$ cat src/rtl/retry_pkg.sv
package retry_pkg;

    typedef enum logic [1:0] {
        ST_NORMAL = 2'd0,
        ST_FLUSH  = 2'd1,
        ST_STEP   = 2'd2,
        ST_REPORT = 2'd3
    } rc_state_e;

    typedef struct packed {
        logic flush;
        logic step;
        logic irq;
    } rc_ctrl_t;

    function automatic rc_ctrl_t decode_ctrl(rc_state_e s);
        rc_ctrl_t c;
        c.flush = (s == ST_FLUSH);
        c.step  = (s == ST_STEP);
        c.irq   = (s == ST_REPORT);
        return c;
    endfunction

endpackage

$ cat src/rtl/retry_counter.sv
module retry_counter #(
    parameter int CNT_W = 4
) (
    input  logic             clk,
    input  logic             rst,
    input  logic             inc,
    input  logic             clr,
    input  logic [CNT_W-1:0] limit,
    output logic [CNT_W-1:0] cnt,
    output logic             next_over
);
    localparam logic [CNT_W-1:0] CNT_MAX = {CNT_W{1'b1}};

    logic [CNT_W:0] cnt_plus;

    always_comb begin
        cnt_plus  = {1'b0, cnt} + 1'b1;
        next_over = cnt_plus > {1'b0, limit};
    end

    always_ff @(posedge clk) begin
        if (rst || clr) begin
            cnt <= '0;
        end else if (inc && cnt != CNT_MAX) begin
            cnt <= cnt + 1'b1;
        end
    end

    AST_CNT_SATURATES: assert property (@(posedge clk) disable iff (rst)
        (cnt == CNT_MAX && !clr) |=> cnt == CNT_MAX) else $error("count wrapped");

    AST_CNT_CLEARED: assert property (@(posedge clk) disable iff (rst)
        clr |=> cnt == '0) else $error("count not cleared");
endmodule

$ cat src/rtl/retry_fsm.sv
module retry_fsm
    import retry_pkg::*;
(
    input  logic      clk,
    input  logic      rst,
    input  logic      fault,
    input  logic      commit_ok,
    input  logic      irq_ack,
    input  logic      over,
    output rc_state_e state,
    output logic      cnt_inc,
    output logic      cnt_clr
);
    rc_state_e state_nx;

    always_comb begin
        state_nx = state;
        cnt_inc  = 1'b0;
        cnt_clr  = 1'b0;
        unique case (state)
            ST_NORMAL: if (fault) state_nx = ST_FLUSH;
            ST_FLUSH:  state_nx = ST_STEP;
            ST_STEP: begin
                if (fault) begin
                    cnt_inc  = 1'b1;
                    state_nx = over ? ST_REPORT : ST_FLUSH;
                end else if (commit_ok) begin
                    cnt_clr  = 1'b1;
                    state_nx = ST_NORMAL;
                end
            end
            ST_REPORT: begin
                if (irq_ack) begin
                    cnt_clr  = 1'b1;
                    state_nx = ST_NORMAL;
                end
            end
            default: state_nx = ST_NORMAL;
        endcase
    end

    always_ff @(posedge clk) begin
        if (rst) state <= ST_NORMAL;
        else     state <= state_nx;
    end

    AST_FAULT_STARTS_FLUSH: assert property (@(posedge clk) disable iff (rst)
        (state == ST_NORMAL && fault) |=> state == ST_FLUSH) else $error("no flush");

    AST_FLUSH_LEADS_STEP: assert property (@(posedge clk) disable iff (rst)
        state == ST_FLUSH |=> state == ST_STEP) else $error("flush not followed by step");

    AST_REPORT_HOLDS: assert property (@(posedge clk) disable iff (rst)
        (state == ST_REPORT && !irq_ack) |=> state == ST_REPORT) else $error("report dropped");

    AST_FAULT_WINS: assert property (@(posedge clk) disable iff (rst)
        (state == ST_STEP && fault) |=> state != ST_NORMAL) else $error("fault lost");
endmodule

$ cat src/rtl/retry_ctl.sv
module retry_ctl
    import retry_pkg::*;
#(
    parameter int CNT_W = 4
) (
    input  logic             clk,
    input  logic             rst,
    input  logic             err_det,
    input  logic             hang_det,
    input  logic             commit_ok,
    input  logic             irq_ack,
    input  logic [CNT_W-1:0] retry_limit,
    output logic             flush_o,
    output logic             single_step_o,
    output logic             irq_o,
    output logic [CNT_W-1:0] retry_count
);
    rc_state_e state;
    rc_ctrl_t  ctrl;
    logic      fault;
    logic      cnt_inc;
    logic      cnt_clr;
    logic      over;

    assign fault = err_det | hang_det;

    retry_fsm u_fsm (
        .clk       (clk),
        .rst       (rst),
        .fault     (fault),
        .commit_ok (commit_ok),
        .irq_ack   (irq_ack),
        .over      (over),
        .state     (state),
        .cnt_inc   (cnt_inc),
        .cnt_clr   (cnt_clr)
    );

    retry_counter #(.CNT_W(CNT_W)) u_cnt (
        .clk       (clk),
        .rst       (rst),
        .inc       (cnt_inc),
        .clr       (cnt_clr),
        .limit     (retry_limit),
        .cnt       (retry_count),
        .next_over (over)
    );

    always_comb ctrl = decode_ctrl(state);

    assign flush_o       = ctrl.flush;
    assign single_step_o = ctrl.step;
    assign irq_o         = ctrl.irq;

    AST_FLUSH_ONE_CYCLE: assert property (@(posedge clk) disable iff (rst)
        flush_o |=> !flush_o) else $error("flush longer than one cycle");

    AST_OUTPUTS_EXCLUSIVE: assert property (@(posedge clk) disable iff (rst)
        $onehot0({flush_o, single_step_o, irq_o})) else $error("outputs overlap");

    AST_STEP_SUCCESS: assert property (@(posedge clk) disable iff (rst)
        (single_step_o && commit_ok && !fault) |=>
            (!single_step_o && !flush_o && !irq_o && retry_count == '0))
        else $error("clean commit did not resume");

    AST_HANG_FLUSHES: assert property (@(posedge clk) disable iff (rst)
        (!flush_o && !single_step_o && !irq_o && hang_det) |=> flush_o)
        else $error("hang not flushed");

    AST_ACK_RESUMES: assert property (@(posedge clk) disable iff (rst)
        (irq_o && irq_ack) |=> (!irq_o && retry_count == '0))
        else $error("ack did not resume");
endmodule

$ cat config.mk
export PLATFORM = sky130hd
export DESIGN_NAME = retry_ctl
export DESIGN_NICKNAME = d
export VERILOG_FILES = /design/src/rtl/retry_pkg.sv /design/src/rtl/retry_counter.sv /design/src/rtl/retry_fsm.sv /design/src/rtl/retry_ctl.sv
export SDC_FILE = /design/constraint.sdc
export NUM_CORES = 1
export LEC_CHECK = 0
export CORE_AREA = 3 3 40 42
export CTS_CLUSTER_SIZE = 8
export DETAILED_ROUTE_END_ITERATION = 8
export DIE_AREA = 0 0 43 45
export HOLD_SLACK_MARGIN = 0.15
export SYNTH_ARGS = -nofsm -noshare
export SYNTH_HDL_FRONTEND = slang
export SYNTH_SLANG_ARGS = --single-unit
$ cat constraint.sdc
create_clock -name clk -period 2.11 [get_ports clk]
set_clock_uncertainty 0.15 [all_clocks]
set_input_delay 0.211 -clock clk [delete_from_list [all_inputs] [get_ports clk]]
set_output_delay 0.211 -clock clk [all_outputs]
set_load 0.02 [all_outputs]
After elaboration in Yosys (flattened, before gate mapping). Index checks and enable logic that the tools add are counted.

Register bits after elaboration: 6. Output and inout bits: 7.

Add/subtract/negate cells: 2. Order comparisons: 1. Equality and inequality tests: 7. Mux-type cells: 12. Bitwise operators: 1. Reductions and logical operators: 4.

Operators by type and width (count): $mux 2 (5); $pmux 2 s4 (1); $add 4x1->5 const B (1); $gt 5x4->1 (1); $mux 1 (5); $add 4x1->4 const B (1); $eq 2x2->1 const B (2); $ne 2x2->1 const B (2); $ne 4x4->1 const B (1); $ne 3x2->1 const B (1); $reduce_and 3->1 (1); $eq 2x1->1 const B (1); $logic_not 2->1 (1); $pmux 1 s2 (1); $logic_and 1x1->1 (1); $logic_or 1x1->1 (1); $or 1x1->1 (1).

Logic depth before layout (Yosys ltp).
Depth in word-level cells: 5. Gate-level depth with buffers: 6.

Modules after synthesis. From an unflattened synthesis, not the netlist that was laid out.

Cell total of the unflattened synthesis: 58. Area total of the unflattened synthesis: 464.2 µm².

Modules (own cells, without submodules): retry_counter (times used 1, cells an instance 38, area each 309.0 µm², sequential area each 80.1 µm²); retry_fsm (times used 1, cells an instance 16, area each 126.4 µm², sequential area each 40.0 µm²); retry_ctl (times used 1, cells an instance 4, area each 28.8 µm², sequential area each 0.0 µm²).

Worst setup path before layout. Ideal clock, no wire load.

Path kind: register to register. Start point: reg u_cnt.cnt[0]. End point: reg u_fsm.state[1]. Library setup time: 0.075 ns. Arrival time: 1.474 ns. Data required time: 1.885 ns. Setup slack: 0.411 ns. Cell stages (with the launch flop): 7. Period minus slack after synthesis: 1.699 ns. Path through: dfxtp_1 ha_1 xor2_1 ha_1 a41oi_1 nand2_1 o22ai_1.

Longest elaborated chain between the ends: 5.

Ends and longest elaborated chain: start, declared (RTL line retry_counter.sv:9) `output logic [CNT_W-1:0] cnt,`; start signal, assigned (RTL line retry_counter.sv:25) `cnt <= cnt + 1'b1;`; $add 4x1->5 (RTL line retry_counter.sv:17) `cnt_plus = {1'b0, cnt} + 1'b1;`; via u_cnt.cnt_plus[2] (RTL line retry_counter.sv:14) `logic [CNT_W:0] cnt_plus;`; $gt 5x4->1 (RTL line retry_counter.sv:18) `next_over = cnt_plus > {1'b0, limit};`; $mux 2 (RTL line retry_fsm.sv:26) `state_nx = over ? ST_REPORT : ST_FLUSH;`; $mux 2 (RTL line retry_fsm.sv:24) `if (fault) begin`; $pmux 2 s4 (RTL line retry_fsm.sv:20) `unique case (state)`; end signal, assigned (RTL line retry_fsm.sv:44) `else state <= state_nx;`; end, declared (RTL line retry_fsm.sv:10) `output rc_state_e state,`.

The timed path passes the listed nets, and every way through them passes these cells. A chain may end at the register's enable or synchronous reset.

Worst setup path after layout.
Start point: reg u_fsm.state[0]. End point: out irq_o.

Longest elaborated chain between the ends: 1.

Ends and longest elaborated chain: $eq 2x2->1 (RTL line retry_pkg.sv:20) `c.irq = (s == ST_REPORT);`; end, declared (RTL line retry_ctl.sv:15) `output logic irq_o,`.

Every way passes these cells.

==> summary.md <==
| Metric | Value |
|---|---|
| Sw power | 84.1 uW |
| End of the worst hold path | u_cnt.cnt[1] |
| Layout Nets | 89 |
| CTS buffer count | 3 |
| Internal power | 228 uW |
| Crit path largest cell delay | 600 ps |
| Worst reg2reg path depth | 6 |
| Relative slew slack | 0.846 |
| Gr ovfl total | 0 |
| Critical path, cell by cell | and2_2, clkdlybuf4s50_1 |
| Final Util | 0.497 |
| WHS | 352 ps |
| Gate power share | 0.255 |
| Fin Setup TNS | 0 ps |
| Starting Density | 0.340 |
| Core region area | 1280 um2 |
| Detailed-router iteration count before antenna repair | 6 |
| CTS root buf | clkbuf_4 |
| WP data arrival | 1470 ps |
| Most common cell in the netlist | dfxtp_1 |
| Status | completed |
| CTS tree | built |
| Chip height | 45 um |
| Worst hold stages | 2 |
| Seq cells post-synth | 6 |
| Post-synth ARST share | 0 |
| Slack of the critical path | 275 ps |
| Synth Warn # | 0 |
| Count of different cell masters after synthesis | 22 |
| Peak VDD IR | 0.000288 V |
| Drt wl/cell | 11.3 um |
| Placed instance count | 84 |
| Critical Path End Type | output pin |
| FF-to-FF setup slack | 440 ps |
| Die X | 43 um |
| Worst slack, placed | 432 ps |
| Post-synth EDFFs | 0 |
| Min-delay src | u_cnt.cnt[1] |
| Lkg Pwr | 0.273 nW |
| WL final | 987 um |
| GP Congestion | 0.720 |
| FILL cells | 123 |
| Clock sink total | 6 |
| Sw Ratio | 0.269 |
| Post-CTS Resized | 0 |
| Reg2reg start | u_cnt.cnt[0] |
| Ys flop type | dfxtp_1 |
| Unrepaired setup endpoints after global routing | no |
| Post-synth top area share | 0.275 |
| Setup bufs post-CTS | 0 |
| Mapped Area | 437 um2 |
| Cells after synthesis | 53 |
| Via Count | 413 |
| Row cnt | 13 |
| Syn_area_per_cell | 8.24 um2 |
| Pin count of the biggest net entering global routing | 7 |
| Critical path class | flop to output pin |
| Worst skew pair latency | 240 ps |
| Max Slew Vio Count | 0 |
| Vias per inst | 4.75 |
| # DRC | 0 |
| Largest cells by area after synthesis | dfxtp_1 28%, ha_1 14%, a21oi_1 5.7% |
| WP buf/inv | 1 |
| Largest delay share family, worst path | buffers and inverters |
| Part of the power in the clock network | 0.341 |
| First-pass GRT wire length | 1.67 mm |
| Initial antenna violation count | 0 |
| Post-layout min period | 1830 ps |
| Post-synthesis sequential area ratio | 0.275 |
| # IOs | 17 |
| Seq pwr share | 0.404 |
| IO buf count | 16 |
| DP HPWL | 803 um |
| Share of layout cells above drive strength 1 | 0.125 |
| GRT Total Usage | 0.118 |
| F_max | 0.545 GHz |
| H-tree depth | 1 |
| Clk slew on worst S/H paths | 50 ps |
| Startpoint types | flop |
| FF-to-FF End | u_fsm.state[1] |
| Die ar. | 1940 um2 |
| Max cap viols | 0 |
| HP Class | flop to flop |
| Critical-path top delay cell | clkdlybuf4s50_1 |
| Slew @ Worst Pin | 230 ps |
| Final setup fails | 0 |
| Vias in the first global route | 408 |
| Fin crit share | 0.870 |
| Crit Path Max Fanout | 5 |
| Bufs on Longest Clock Path | 2 |
| Syn nets | 68 |
| N_diodes | 0 |
| Antenna Nets Post-Route | 0 |
| P&R area growth vs syn | 46.1% |
| Fin. Hold Viols | 0 |
| Critical Path RT | 1750 ps |
| Pwr dens | 489 nW/um2 |
| Area leader, netlist | dfxtp_1 |
| Final cell count without fillers | 87 |
| Hold Buf Count CTS | 0 |
| Starting DRT DRC Count | 4 |
| CP Depth | 2 |
layout make-up:
cell class / count / area, um2 / share of cell area
Clock buffer: 3 / 22.5 / 0.0353
Inverter: 5 / 18.8 / 0.0294
Multi-Input combinational cell: 42 / 298 / 0.467
Sequential cell: 6 / 120 / 0.188
Tap cell: 15 / 18.8 / 0.0294
Timing Repair Buffer: 16 / 160 / 0.251
stage by stage:
step	total power, mW	instance area, um2
after floorplan	0.171	437
after global placement	0.209	616
after detailed placement	0.208	616
after CTS	0.321	638
after global routing	0.334	638
final	0.312	638
placed cells by master, fill, tap and decap left out, drive strengths merged:
master | netlist | final
clkdlybuf4s50 | 0 | 16
dfxtp | 6 | 6
a21oi | 6 | 6
nand3 | 5 | 5
inv | 5 | 5
nor2 | 5 | 5
nand2 | 5 | 5
ha | 5 | 5
clkbuf | 0 | 3
xor2 | 2 | 2
o22ai | 2 | 2
nor2b | 2 | 2
and2 | 2 | 2
xnor2 | 1 | 1
and2b | 1 | 1
or2 | 1 | 1
a311oi | 1 | 1
mux2i | 1 | 1
a22oi | 1 | 1
o21a | 1 | 1
a41oi | 1 | 1
registers in the layout, indices dropped and copies added, names as in the netlist:
register     count
u_fsm.state      2
u_cnt.cnt        4
power groups by stage:
stage                     logic [mW]  registers [mW]  clock network (mW)
after floorplan               0.0407           0.130                   0
after global placement        0.0806           0.128                   0
after detailed placement      0.0799           0.128                   0
after CTS                     0.0806           0.126               0.114
after global routing          0.0873           0.127               0.120
final                         0.0797           0.126               0.106
cell families (layout without fill, tap and decap cells):
group | Yosys count | count (layout) | synth area share
AOI/OAI and AO/OA | 12 | 12 | 0.195
xor gates and xnor gates | 3 | 3 | 0.0602
adders and majority gates | 5 | 5 | 0.143
buffers and inverters | 5 | 24 | 0.0430
DFF | 6 | 6 | 0.275
muxes | 1 | 1 | 0.0229
and+or+nand+nor | 21 | 21 | 0.261
worst reg2reg max path: stages (launching register included):
cell and delay [ps]:
dfxtp_1 400, ha_1 290, xor2_1 190, ha_1 260
a41oi_1 150, nand2_1 70, o22ai_1 90
routing by layer:
layer  vias to the layer above  track usage  part of all wire
met5                         -            0                 0
met4                         0       0.0904             0.010
met3                         2       0.0359             0.080
met2                        10        0.189              0.46
met1                       173        0.132              0.45
li1                        228            -                 -
worst max-delay path by stage:
stage,from,end,slack [ps]
after floorplan,u_cnt.cnt[0],u_fsm.state[1],410
after global routing,u_fsm.state[0],irq_o,220
after CTS,u_fsm.state[0],irq_o,260
final,u_fsm.state[0],irq_o,280
after detailed placement,u_cnt.cnt[2],u_fsm.state[1],430
after global placement,u_cnt.cnt[0],u_fsm.state[1],460
Power figures use the tool's default switching activity.
